**config.mk**
```make
export PLATFORM = sky130hd
export DESIGN_NAME = irqsw_router
export DESIGN_NICKNAME = d
export VERILOG_FILES = /design/src/rtl/irqsw_pkg.sv /design/src/rtl/irqsw_route_bank.sv /design/src/rtl/irqsw_lane.sv /design/src/rtl/irqsw_pick.sv /design/src/rtl/irqsw_router.sv
export SDC_FILE = /design/constraint.sdc
export NUM_CORES = 1
export LEC_CHECK = 0
export BUFFER_PORTS_ARGS = -buffer_cell sky130_fd_sc_hd__buf_2
export CORE_AREA = 2 2 89 91
export CTS_BUF_LIST = sky130_fd_sc_hd__clkbuf_8
export DETAILED_ROUTE_END_ITERATION = 10
export DIE_AREA = 0 0 91 93
export PLACE_DENSITY = 0.77
export SYNTH_ARGS = -nofsm -noshare
export SYNTH_HDL_FRONTEND = slang
export SYNTH_SLANG_ARGS = --single-unit
```
**constraint.sdc**
```tcl
create_clock -name clk -period 6.55 [get_ports clk]
set_input_delay 0.655 -clock clk [delete_from_list [all_inputs] [get_ports clk]]
set_output_delay 0.655 -clock clk [all_outputs]
set_load 0.02 [all_outputs]
```
**src/rtl/irqsw_pkg.sv**
```systemverilog
package irqsw_pkg;

   localparam int LINK_CNT = 4;
   localparam int LINK_W   = 2;

   typedef struct packed {
      logic              raise;
      logic [LINK_W-1:0] link;
   } irqsw_slot_t;

   // rotate the pin by the slot: ((pin-1)+(dev-1)) mod 4
   function automatic logic [LINK_W-1:0] swz_link(input logic [LINK_W-1:0] pin_lo,
                                                  input logic [LINK_W-1:0] dev_lo);
      return pin_lo + dev_lo - LINK_W'(2);
   endfunction

endpackage

```
**src/rtl/irqsw_route_bank.sv**
```systemverilog
module irqsw_route_bank #(
   parameter int          N_LINK    = 4,
   parameter int          CFG_AW    = 8,
   parameter int          BYTE_W    = 8,
   parameter logic [7:0]  ROUTE_BASE = 8'h60,
   parameter logic [7:0]  ROUTE_RST  = 8'h80
) (
   input  logic                       clk,
   input  logic                       rst_n,
   input  logic                       cfg_wr,
   input  logic [CFG_AW-1:0]          cfg_addr,
   input  logic [BYTE_W-1:0]          cfg_wdata,
   output logic [BYTE_W-1:0]          cfg_rdata,
   output logic [N_LINK*BYTE_W-1:0]   route_flat
);

   logic [N_LINK-1:0] hit;

   generate
      for (genvar k = 0; k < N_LINK; k++) begin : g_byte
         logic [BYTE_W-1:0] q;
         assign hit[k] = (cfg_addr == CFG_AW'(ROUTE_BASE) + CFG_AW'(k));
         always_ff @(posedge clk or negedge rst_n) begin
            if (!rst_n)
               q <= BYTE_W'(ROUTE_RST);
            else if (cfg_wr && hit[k])
               q <= cfg_wdata;
         end
         assign route_flat[k*BYTE_W +: BYTE_W] = q;
      end
   endgenerate

   always_comb begin
      cfg_rdata = '0;
      for (int k = 0; k < N_LINK; k++)
         if (hit[k])
            cfg_rdata = route_flat[k*BYTE_W +: BYTE_W];
   end

endmodule

```
**src/rtl/irqsw_lane.sv**
```systemverilog
module irqsw_lane
   import irqsw_pkg::*;
#(
   parameter int DEVFN_W = 8,
   parameter int PIN_W   = 8,
   parameter int MAX_PIN = 4,
   localparam int DEV_W  = DEVFN_W - 3
) (
   input  logic               clk,
   input  logic               rst_n,
   input  logic               in_valid,
   input  logic               in_raise,
   input  logic [DEVFN_W-1:0] in_devfn,
   input  logic [PIN_W-1:0]   in_pin,
   input  logic               grant,
   output logic               pend,
   output irqsw_slot_t        slot,
   output logic [DEV_W-1:0]   dev_q
);

   logic             pin_ok;
   logic             accept;
   logic [DEV_W-1:0] dev_in;
   logic             unused_fn;

   assign dev_in    = in_devfn[DEVFN_W-1:3];
   assign unused_fn = ^in_devfn[2:0];
   assign pin_ok    = (in_pin != '0) && (in_pin <= PIN_W'(MAX_PIN));
   assign accept    = in_valid && pin_ok;

   always_ff @(posedge clk or negedge rst_n) begin
      if (!rst_n) begin
         pend  <= 1'b0;
         slot  <= '0;
         dev_q <= '0;
      end else if (accept) begin
         pend       <= 1'b1;
         slot.raise <= in_raise;
         slot.link  <= swz_link(in_pin[LINK_W-1:0], dev_in[LINK_W-1:0]);
         dev_q      <= dev_in;
      end else if (grant) begin
         pend <= 1'b0;
      end
   end

endmodule

```
**src/rtl/irqsw_pick.sv**
```systemverilog
module irqsw_pick #(
   parameter int N_DEV  = 4,
   parameter int DEV_W  = 5,
   parameter int ORDER  = 0,
   localparam int IDX_W = (N_DEV > 1) ? $clog2(N_DEV) : 1
) (
   input  logic [N_DEV-1:0]       pend,
   input  logic [N_DEV*DEV_W-1:0] dev_flat,
   output logic                   gnt_valid,
   output logic [IDX_W-1:0]       gnt_idx,
   output logic [N_DEV-1:0]       gnt_onehot
);

   assign gnt_valid = |pend;

   generate
      if (ORDER == 0) begin : g_by_dev
         always_comb begin
            logic             found;
            logic [DEV_W-1:0] best;
            found   = 1'b0;
            best    = '0;
            gnt_idx = '0;
            for (int i = 0; i < N_DEV; i++) begin
               if (pend[i] && (!found || dev_flat[i*DEV_W +: DEV_W] < best)) begin
                  found   = 1'b1;
                  best    = dev_flat[i*DEV_W +: DEV_W];
                  gnt_idx = IDX_W'(i);
               end
            end
         end
      end else begin : g_by_lane
         logic unused_dev;
         assign unused_dev = ^dev_flat;
         always_comb begin
            gnt_idx = '0;
            for (int i = N_DEV - 1; i >= 0; i--)
               if (pend[i])
                  gnt_idx = IDX_W'(i);
         end
      end
   endgenerate

   always_comb begin
      gnt_onehot = '0;
      if (gnt_valid)
         gnt_onehot[gnt_idx] = 1'b1;
   end

endmodule

```
**src/rtl/irqsw_router.sv**
```systemverilog
module irqsw_router
   import irqsw_pkg::*;
#(
   parameter int         N_DEV      = 4,
   parameter int         DEVFN_W    = 8,
   parameter int         PIN_W      = 8,
   parameter int         IRQ_W      = 4,
   parameter int         CFG_AW     = 8,
   parameter int         MAX_PIN    = 4,
   parameter int         ORDER      = 0,
   parameter logic [7:0] ROUTE_BASE = 8'h60,
   parameter logic [7:0] ROUTE_RST  = 8'h80
) (
   input  logic                      clk,
   input  logic                      rst_n,
   input  logic [N_DEV-1:0]          req_valid,
   input  logic [N_DEV-1:0]          req_raise,
   input  logic [N_DEV*DEVFN_W-1:0]  req_devfn,
   input  logic [N_DEV*PIN_W-1:0]    req_pin,
   input  logic                      cfg_wr,
   input  logic [CFG_AW-1:0]         cfg_addr,
   input  logic [7:0]                cfg_wdata,
   output logic [7:0]                cfg_rdata,
   output logic                      cmd_valid,
   output logic                      cmd_raise,
   output logic [IRQ_W-1:0]          cmd_irq
);

   localparam int BYTE_W = 8;
   localparam int N_LINK = LINK_CNT;
   localparam int DEV_W  = DEVFN_W - 3;
   localparam int IDX_W  = (N_DEV > 1) ? $clog2(N_DEV) : 1;

   generate
      if (N_DEV < 1)             begin : g_bad_ndev  $error("N_DEV must be at least 1"); end
      if (DEVFN_W < 5)           begin : g_bad_devfn $error("DEVFN_W too narrow"); end
      if (IRQ_W > BYTE_W - 1)    begin : g_bad_irq   $error("IRQ_W must leave bit 7 free"); end
      if (MAX_PIN != N_LINK)     begin : g_bad_pin   $error("MAX_PIN must equal link count"); end
      if (PIN_W < LINK_W)        begin : g_bad_pinw  $error("PIN_W too narrow"); end
      if (ORDER != 0 && ORDER != 1) begin : g_bad_ord $error("ORDER must be 0 or 1"); end
   endgenerate

   logic [N_LINK*BYTE_W-1:0] route_flat;
   logic [N_DEV-1:0]         pend_vec;
   logic [N_DEV-1:0]         gnt_onehot;
   logic [N_DEV*DEV_W-1:0]   dev_flat;
   irqsw_slot_t              slots [N_DEV];
   logic                     arb_valid;
   logic [IDX_W-1:0]         gnt_idx;
   irqsw_slot_t              arb_slot;
   logic [BYTE_W-1:0]        arb_byte;
   logic                     unused_byte;

   irqsw_route_bank #(
      .N_LINK     (N_LINK),
      .CFG_AW     (CFG_AW),
      .BYTE_W     (BYTE_W),
      .ROUTE_BASE (ROUTE_BASE),
      .ROUTE_RST  (ROUTE_RST)
   ) u_bank (
      .clk        (clk),
      .rst_n      (rst_n),
      .cfg_wr     (cfg_wr),
      .cfg_addr   (cfg_addr),
      .cfg_wdata  (cfg_wdata),
      .cfg_rdata  (cfg_rdata),
      .route_flat (route_flat)
   );

   generate
      for (genvar i = 0; i < N_DEV; i++) begin : g_lane
         irqsw_lane #(
            .DEVFN_W (DEVFN_W),
            .PIN_W   (PIN_W),
            .MAX_PIN (MAX_PIN)
         ) u_lane (
            .clk      (clk),
            .rst_n    (rst_n),
            .in_valid (req_valid[i]),
            .in_raise (req_raise[i]),
            .in_devfn (req_devfn[i*DEVFN_W +: DEVFN_W]),
            .in_pin   (req_pin[i*PIN_W +: PIN_W]),
            .grant    (gnt_onehot[i]),
            .pend     (pend_vec[i]),
            .slot     (slots[i]),
            .dev_q    (dev_flat[i*DEV_W +: DEV_W])
         );
      end
   endgenerate

   irqsw_pick #(
      .N_DEV (N_DEV),
      .DEV_W (DEV_W),
      .ORDER (ORDER)
   ) u_pick (
      .pend       (pend_vec),
      .dev_flat   (dev_flat),
      .gnt_valid  (arb_valid),
      .gnt_idx    (gnt_idx),
      .gnt_onehot (gnt_onehot)
   );

   assign arb_slot    = slots[gnt_idx];
   assign arb_byte    = route_flat[arb_slot.link*BYTE_W +: BYTE_W];
   assign unused_byte = ^arb_byte[BYTE_W-2:IRQ_W];

   always_ff @(posedge clk or negedge rst_n) begin
      if (!rst_n) begin
         cmd_valid <= 1'b0;
         cmd_raise <= 1'b0;
         cmd_irq   <= '0;
      end else begin
         cmd_valid <= arb_valid && !arb_byte[BYTE_W-1];
         cmd_raise <= arb_slot.raise;
         cmd_irq   <= arb_byte[IRQ_W-1:0];
      end
   end

endmodule

```
# Word level (Yosys, flattened, before mapping)
# Cells that the tools add are included.
dict set report word_totals {
  reg_bits 74
  latch_bits 0
  ramBits 0
  romBits 0
  inputBits 91
  output_inout_bits 14
  word_cells 107
  mem_count 0
}
dict set report classes {
  n_addsub 8
  multipliers 0
  div 0
  magnitude_cmp 10
  n_eq_ne 4
  n_shift 1
  mux 27
  n_bitwise 1
  n_reduce_logical 33
}
# cell count
set op_table {}
lappend op_table {{== test 8 x 7 -> 1 bit (second input constant)} 4}
lappend op_table {{less-or-equal comparator 8 x 3 -> 1 bit (second input constant)} 4}
lappend op_table {{2-to-1 mux 8 bit} 4}
lappend op_table {{nonzero test 8 bit} 4}
lappend op_table {{variable part select 32 x 6 -> 8 bit} 1}
lappend op_table {{logical AND 1 bit} 17}
lappend op_table {{less-than comparator 5 bit} 3}
lappend op_table {{2-to-1 mux 5 bit} 3}
lappend op_table {{2-to-1 mux 1 bit} 13}
lappend op_table {{adder 2 bit} 4}
lappend op_table {{nonzero test 2 bit} 4}
lappend op_table {{subtractor 2 bit (second input constant)} 4}
lappend op_table {{binary-select mux 3 bit (select 2 bit)} 1}
lappend op_table {{2-to-1 mux 3 bit} 2}
lappend op_table {{zero test 1 bit} 4}
lappend op_table {{2-to-1 mux 2 bit} 2}
lappend op_table {{2-to-1 mux 4 bit} 1}
lappend op_table {{OR reduction 4 bit} 1}
lappend op_table {{>= comparator 3 bit (second input constant)} 1}
lappend op_table {{logical OR 1 bit} 3}
lappend op_table {{less-than comparator 2 x 3 -> 1 bit (second input constant)} 1}
lappend op_table {{inverter 2 -> 3 bit} 1}
lappend op_table {{demux 1 bit (select 2 bit)} 1}
lappend op_table {{>= comparator 2 x 1 -> 1 bit (second input constant)} 1}

# Logic depth before layout (Yosys ltp)
dict set report depth {
  ltp_word 20
  depth_mapped 28
  depth_no_buf 23
}

# Cells and area by module
# From an unflattened synthesis, not the netlist that was laid out.
dict set report hier_totals {
  hier_cells 316
  hier_area_um2 4290.4
}
# module instances cells_per_inst area_per_inst_um2 seq_area_each_um2
set by_module_without_submodules {}
lappend by_module_without_submodules {irqsw_lane 4 27 414.1 225.2}
lappend by_module_without_submodules {irqsw_route_bank 1 93 1552.7 805.8}
lappend by_module_without_submodules {irqsw_pick 1 87 671.9 0.0}
lappend by_module_without_submodules {irqsw_router 1 28 409.1 150.1}

# Worst setup path before layout
# OpenSTA, ideal clock, no wires.
dict set report synth_path {
  path_type {reg-to-reg}
  startpoint {register g_lane[0].u_lane.pend}
  endpoint {register cmd_valid}
  setup_time_ns 0.078
  arrival_ns 5.288
  t_required_ns 6.472
  setup_slack_ns 1.184
  stages_incl_launch_ff 27
  path_buffers 4
  period_less_slack_ns 5.366
  cell_sequence {dfrtp_1 > buf_6 > nand2_1 > ha_1 > a21oi_1 > o221ai_1 > a21boi_1 > clkbuf_1 > nor2_1 > a21oi_1 > ha_1 > a211o_1 > o211ai_2 > nand3b_2 > o21ai_2 > clkbuf_1 > a21oi_1 > ha_1 > and3_1 > o21ai_1 > a21o_2 > and2_2 > a41o_1 > buf_6 > mux2i_4 > mux2_1 > o2bb2ai_1}
}
dict set report synth_via {
  elab_chain_len 20
  word_cells_on_any_way 29
  classes_between {order compare: 3; shift: 1; mux: 12; bitwise: 1; reduce/logical: 12}
}
# item line_no
set synth_rtl {}
lappend synth_rtl {{start, declared} irqsw_lane.sv:16} ;# output logic pend,
lappend synth_rtl {{start signal, assigned} irqsw_lane.sv:33} ;# pend <= 1'b0;
lappend synth_rtl {{start signal, assigned} irqsw_lane.sv:37} ;# pend <= 1'b1;
lappend synth_rtl {{start signal, assigned} irqsw_lane.sv:42} ;# pend <= 1'b0;
lappend synth_rtl {{2-to-1 mux 5 bit or 2-to-1 mux 1 bit (tied branches)} irqsw_pick.sv:25} ;# if (pend[i] && (!found || dev_flat[i*DEV_W +: DEV_W] < best)) begin
lappend synth_rtl {{less-than comparator 5 bit or zero test 1 bit (tied branches)} irqsw_pick.sv:25}
lappend synth_rtl {{logical OR 1 bit} irqsw_pick.sv:25}
lappend synth_rtl {{logical AND 1 bit} irqsw_pick.sv:25}
lappend synth_rtl {{2-to-1 mux 5 bit or 2-to-1 mux 1 bit (tied branches)} irqsw_pick.sv:25}
lappend synth_rtl {{less-than comparator 5 bit or zero test 1 bit (tied branches)} irqsw_pick.sv:25}
lappend synth_rtl {{logical OR 1 bit} irqsw_pick.sv:25}
lappend synth_rtl {{logical AND 1 bit} irqsw_pick.sv:25}
lappend synth_rtl {{[... 3 more ...]} -}
lappend synth_rtl {{logical AND 1 bit} irqsw_pick.sv:25}
lappend synth_rtl {{2-to-1 mux 2 bit} irqsw_pick.sv:25}
lappend synth_rtl {{inverter 2 -> 3 bit (not written as such)} irqsw_router.sv:103} ;# assign arb_slot = slots[gnt_idx];
lappend synth_rtl {{binary-select mux 3 bit (select 2 bit)} irqsw_router.sv:103}
lappend synth_rtl {{2-to-1 mux 3 bit (not written as such) (2 in series)} irqsw_router.sv:103}
lappend synth_rtl {{variable part select 32 x 6 -> 8 bit} irqsw_router.sv:104} ;# assign arb_byte = route_flat[arb_slot.link*BYTE_W +: BYTE_W];
lappend synth_rtl {{zero test 1 bit} irqsw_router.sv:113} ;# cmd_valid <= arb_valid && !arb_byte[BYTE_W-1];
lappend synth_rtl {{logical AND 1 bit *} irqsw_router.sv:113}
lappend synth_rtl {{end signal, assigned} irqsw_router.sv:113}
lappend synth_rtl {{end, declared} irqsw_router.sv:24} ;# output logic cmd_valid,
# Every way passes the cells marked *; elsewhere a longest branch is shown, timed or not. The select of a mux whose other input is x is not followed.
# A chain may end at the register's enable or synchronous reset.

# Worst setup path in the final report
# Same ends and word-level chain as after synthesis.

==> run summary <==
- **result of the run** complete, no violations
- **number of clock buffers inserted by TritonCTS** 9
- **shortest clock period the worst path allows after layout** 5.98 ns
- **Max-cap violations** 0
- **number of buffers on the longest clock path** 2
- **warning count from the yosys run** 0
- **share of total power in the clock network** 28.8%
- **layout overhead on the synthesized area** 19.0%
- **Synth Area in Adders** 4.98%
- **classification of the worst setup path** reg -> reg
- **floorplan core area** 7530 µm²
- **critical path endpoint category** flop
- **first-pass GRT wire length** 13.6 mm
- **number of antenna violations at the first check in global routing** 0
- **Slew Limit Fails** 0
- **vias per inst** 5.50
- **Finished Layout Cells** 521
- **worst hold path class** reg -> reg
- **clock insertion delay at the later pin of the skew report** 0.35 ns
- **critical path's most frequent cell** a21oi_1
- **setup repair after global routing missed its margin** no
- **Vert. Die Dim** 93 µm
- **Total Routed Length** 8.26 mm
- **worst hold path depth** 2
- **number of buffers added to fix hold violations after cts** 0
- **initial core utilization** 53.4%
- **antenna-violating nets left** 0
- **CP Max Fanout** 15
- **internal power of the cells** 0.921 mW
- **sequential fraction of the synthesis area** 46.2%
- **all-layer global routing usage** 20.6%
- **worst setup skew after layout** 0.00906 ns
- **number of post-CTS setup repair buffers** 0
- **average wire per cell in the routed design** 15.8 µm
- **Synth Area per Inst** 12.7 µm²
- **number of nets in the finished design** 521
- **CP required** 6.82 ns
- **proportion of layout cells with a drive suffix above 1** 47.7%
- **total vias in the final route** 2,867
- **fraction of synthesis flops using an asynchronous set or reset pin** 100%
- **Cell Pwr Density** 277 nW/µm²
- **top_reg_cell synth** dfrtp_1
- **reported leakage power** 2.40 nW
- **largest family of logic cells by synthesized area** multiplexers
- **I/O pin cnt** 105
- **count of distinct cell types in the synthesized netlist** 59
- **cell class contributing the biggest share of worst-path delay** compound AO/OA/AOI/OAI gates
- **HPWL after detailed placement** 6.01 mm
- **Critical R2R Launch** g_lane[0].u_lane.pend
- **cell area after synthesis** 4020 µm²
- **quantity of gates resized following cts** 0
- **most common cell after layout, fill and taps aside** buf_2
- **max frequency** 167 MHz
- **number of DRC violations after detailed routing** 0
- **synthesized instance count** 317
- **simple logic cell fraction of the synthesized area** 10.4%
- **area share of xor/xnor cells in the synthesized design** 2.62%
- **number of buffer and inverter instances along the worst setup path** 1
- **Die Footprint** 8460 µm²
- **H-tree depth reported by CTS** 3
- **setup_tns** 0 ns
- **Largest stage delay, worst path** 0.54 ns
- **CTS sink count** 74
- **peak supply drop** 0.152 mV
- **placed insts** 505
- **IO Port Bufs** 92
- **most frequent cells in the layout** buf_2, dfrtp_1, mux2_2
- **Starting DRT DRC Count** 174
- **worst reg-to-reg path cell count** 22
- **number of iterations in the first detailed-routing pass** 4
- **number of enable flip-flop cells after synthesis** 0
- **die width** 91 µm
- **Root Buffer** clkbuf_8
- **endpoint with the worst hold slack** g_lane[0].u_lane.slot[1]
- **Switching Power** 0.401 mW
- **worst slew slack as a fraction of its limit** 38.5%
- **endpoints failing hold** 0
- **share of total power consumed by net switching** 30.4%
- **Worst Path Arrival** 6.25 ns
- **number of cell rows** 32
- **flops & latches, synth** 74
- **syn nets** 424
- **endpoint of the lowest-slack register-to-register path** cmd_valid
- **worst-case register-to-register setup slack** 0.57 ns
- **final setup violation count** 0
- **Clock transition at path regs** 0.07 ns
- **Least-Margin Pin Slew** 0.922 ns
- **proportion of power drawn by combinational gates** 28.7%
- **overflow left after global routing** 0
- **clock tree from TritonCTS** done
- **proportion of synthesized area in mux cells** 25.7%
- **fraction of the mapped netlist area in compound gates** 8.28%
- **weighted congestion reported at the end of routability-driven placement** 0.900
- **CP max stage cell** dfrtp_1
- **register share of total power** 42.5%
- **vias in the first global route** 2,989
- **number of antenna repair diodes** 0
- **maximum number of pins on one net before global-route repair** 75
- **Final Cycle Share** 91.4%
- **Critical Path Source Type** flop
- **series of cell instances along the critical path** nand2_1 -> ha_1 -> a21oi_1 -> o221ai_1 -> a21boi_1 -> buf_4 -> nor2_1 -> a21oi_1 -> ha_1 -> o211ai_2 -> nand3b_2 -> o21ai_2 -> nor2_1 -> a21oi_1 -> ha_1 -> a21o_1 -> a21oi_1 -> and3_2 -> a41o_1 -> mux2i_4 -> mux2_1 -> o2bb2ai_1
- **HP Start** g_lane[0].u_lane.slot[1]
-- cell families (layout without fill, tap and decap cells) --
family,count (synthesis),in the layout
buf+inv,13,115
fa+ha+maj,16,16
mux,82,82
flops,74,74
simple gates,72,72
compound gates,48,48
xor+xnor,12,12
-- metrics by stage --
stage	utilization, %	area [µm²]	total power [mW]	hold WS [ns]	setup WS, ns
floorplan	-	4020	0.840	0.359	1.18
global placement	60.7	4570	0.934	0.467	0.791
detailed placement	60.7	4570	0.947	0.480	0.701
CTS	63.5	4780	1.33	0.497	0.597
global route	63.5	4780	1.40	0.527	0.171
finish	63.5	4780	1.32	0.490	0.566
-- layout make-up --
class                      count  area [µm²]
clock buffer                  10         138
clock inverter                 6        75.1
fill                         628        2750
inverter                       5        18.8
multi-input combinational    230        2090
sequential                    74        1860
tap                          102         128
timing repair buffer          94         475
-- how the worst max path moves through the flow --
stage | start | endpoint | slack, ns | cells past startpoint
after detailed placement | g_lane[0].u_lane.pend | cmd_valid | 0.70 | 22
after global placement | g_lane[0].u_lane.pend | cmd_valid | 0.79 | 22
after global routing | g_lane[0].u_lane.pend | cmd_valid | 0.17 | 22
final | g_lane[0].u_lane.pend | cmd_valid | 0.57 | 22
after CTS | g_lane[0].u_lane.pend | cmd_valid | 0.60 | 22
after floorplan | g_lane[0].u_lane.pend | cmd_valid | 1.18 | 26
-- cell usage after synthesis, drive strengths merged (2+ instances only) --
cell / n / share of area [%]
a211o: 2 / 0.47
a21o: 2 / 0.40
a21oi: 16 / 2.0
a22oi: 4 / 0.75
and2: 2 / 0.34
and3: 3 / 0.50
buf: 4 / 0.93
clkbuf: 4 / 0.37
dfrtp: 70 / 44
dfstp: 4 / 2.6
ha: 16 / 5.0
inv: 5 / 0.47
mux2: 66 / 19
mux2i: 8 / 2.6
mux4: 8 / 4.5
nand2: 19 / 1.8
nand2b: 4 / 0.87
nand3b: 2 / 0.47
nand4: 2 / 0.47
nand4b: 4 / 0.87
nor2: 14 / 1.3
nor2b: 10 / 1.6
nor3: 3 / 0.50
nor3b: 2 / 0.50
nor4: 4 / 0.62
o211ai: 2 / 0.50
o21ai: 9 / 1.2
xnor2: 12 / 2.6
-- worst reg2reg max path, delay by kind of cell (launching register included) --
kind,cells,cell delay (ns)
AO/OA/AOI/OAI,11,2.72
AND/OR/NAND/NOR,5,0.64
adder cells (fa/ha/maj),3,0.92
buffers and inverters,1,0.23
flip-flops,1,0.54
multiplexers,2,0.84
-- state kept, by name, summed over array words and instances, names as in the netlist --
| signal | cells |
|---|---|
| cmd_raise | 1 |
| g_lane.u_lane.slot | 12 |
| cmd_irq | 4 |
| u_bank.g_byte.q | 32 |
| g_lane.u_lane.pend | 4 |
| g_lane.u_lane.dev_q | 20 |
| cmd_valid | 1 |
-- power by group through the flow --
stage,sequential (mW),clock (mW),combinational [mW]
after global routing,0.569,0.406,0.420
after floorplan,0.578,0,0.262
after global placement,0.567,0,0.367
final,0.562,0.381,0.379
after detailed placement,0.570,0,0.377
after CTS,0.562,0.389,0.380
-- metal layers --
layer	global-route usage, %	share of wire [%]	vias to the layer above
met3	3.46	5.3	17
met1	25.2	43	1401
li1	-	-	1373
met4	11.4	2.2	0
met5	0	0	-
met2	35.1	49	76
Power figures use the tool's default switching activity.
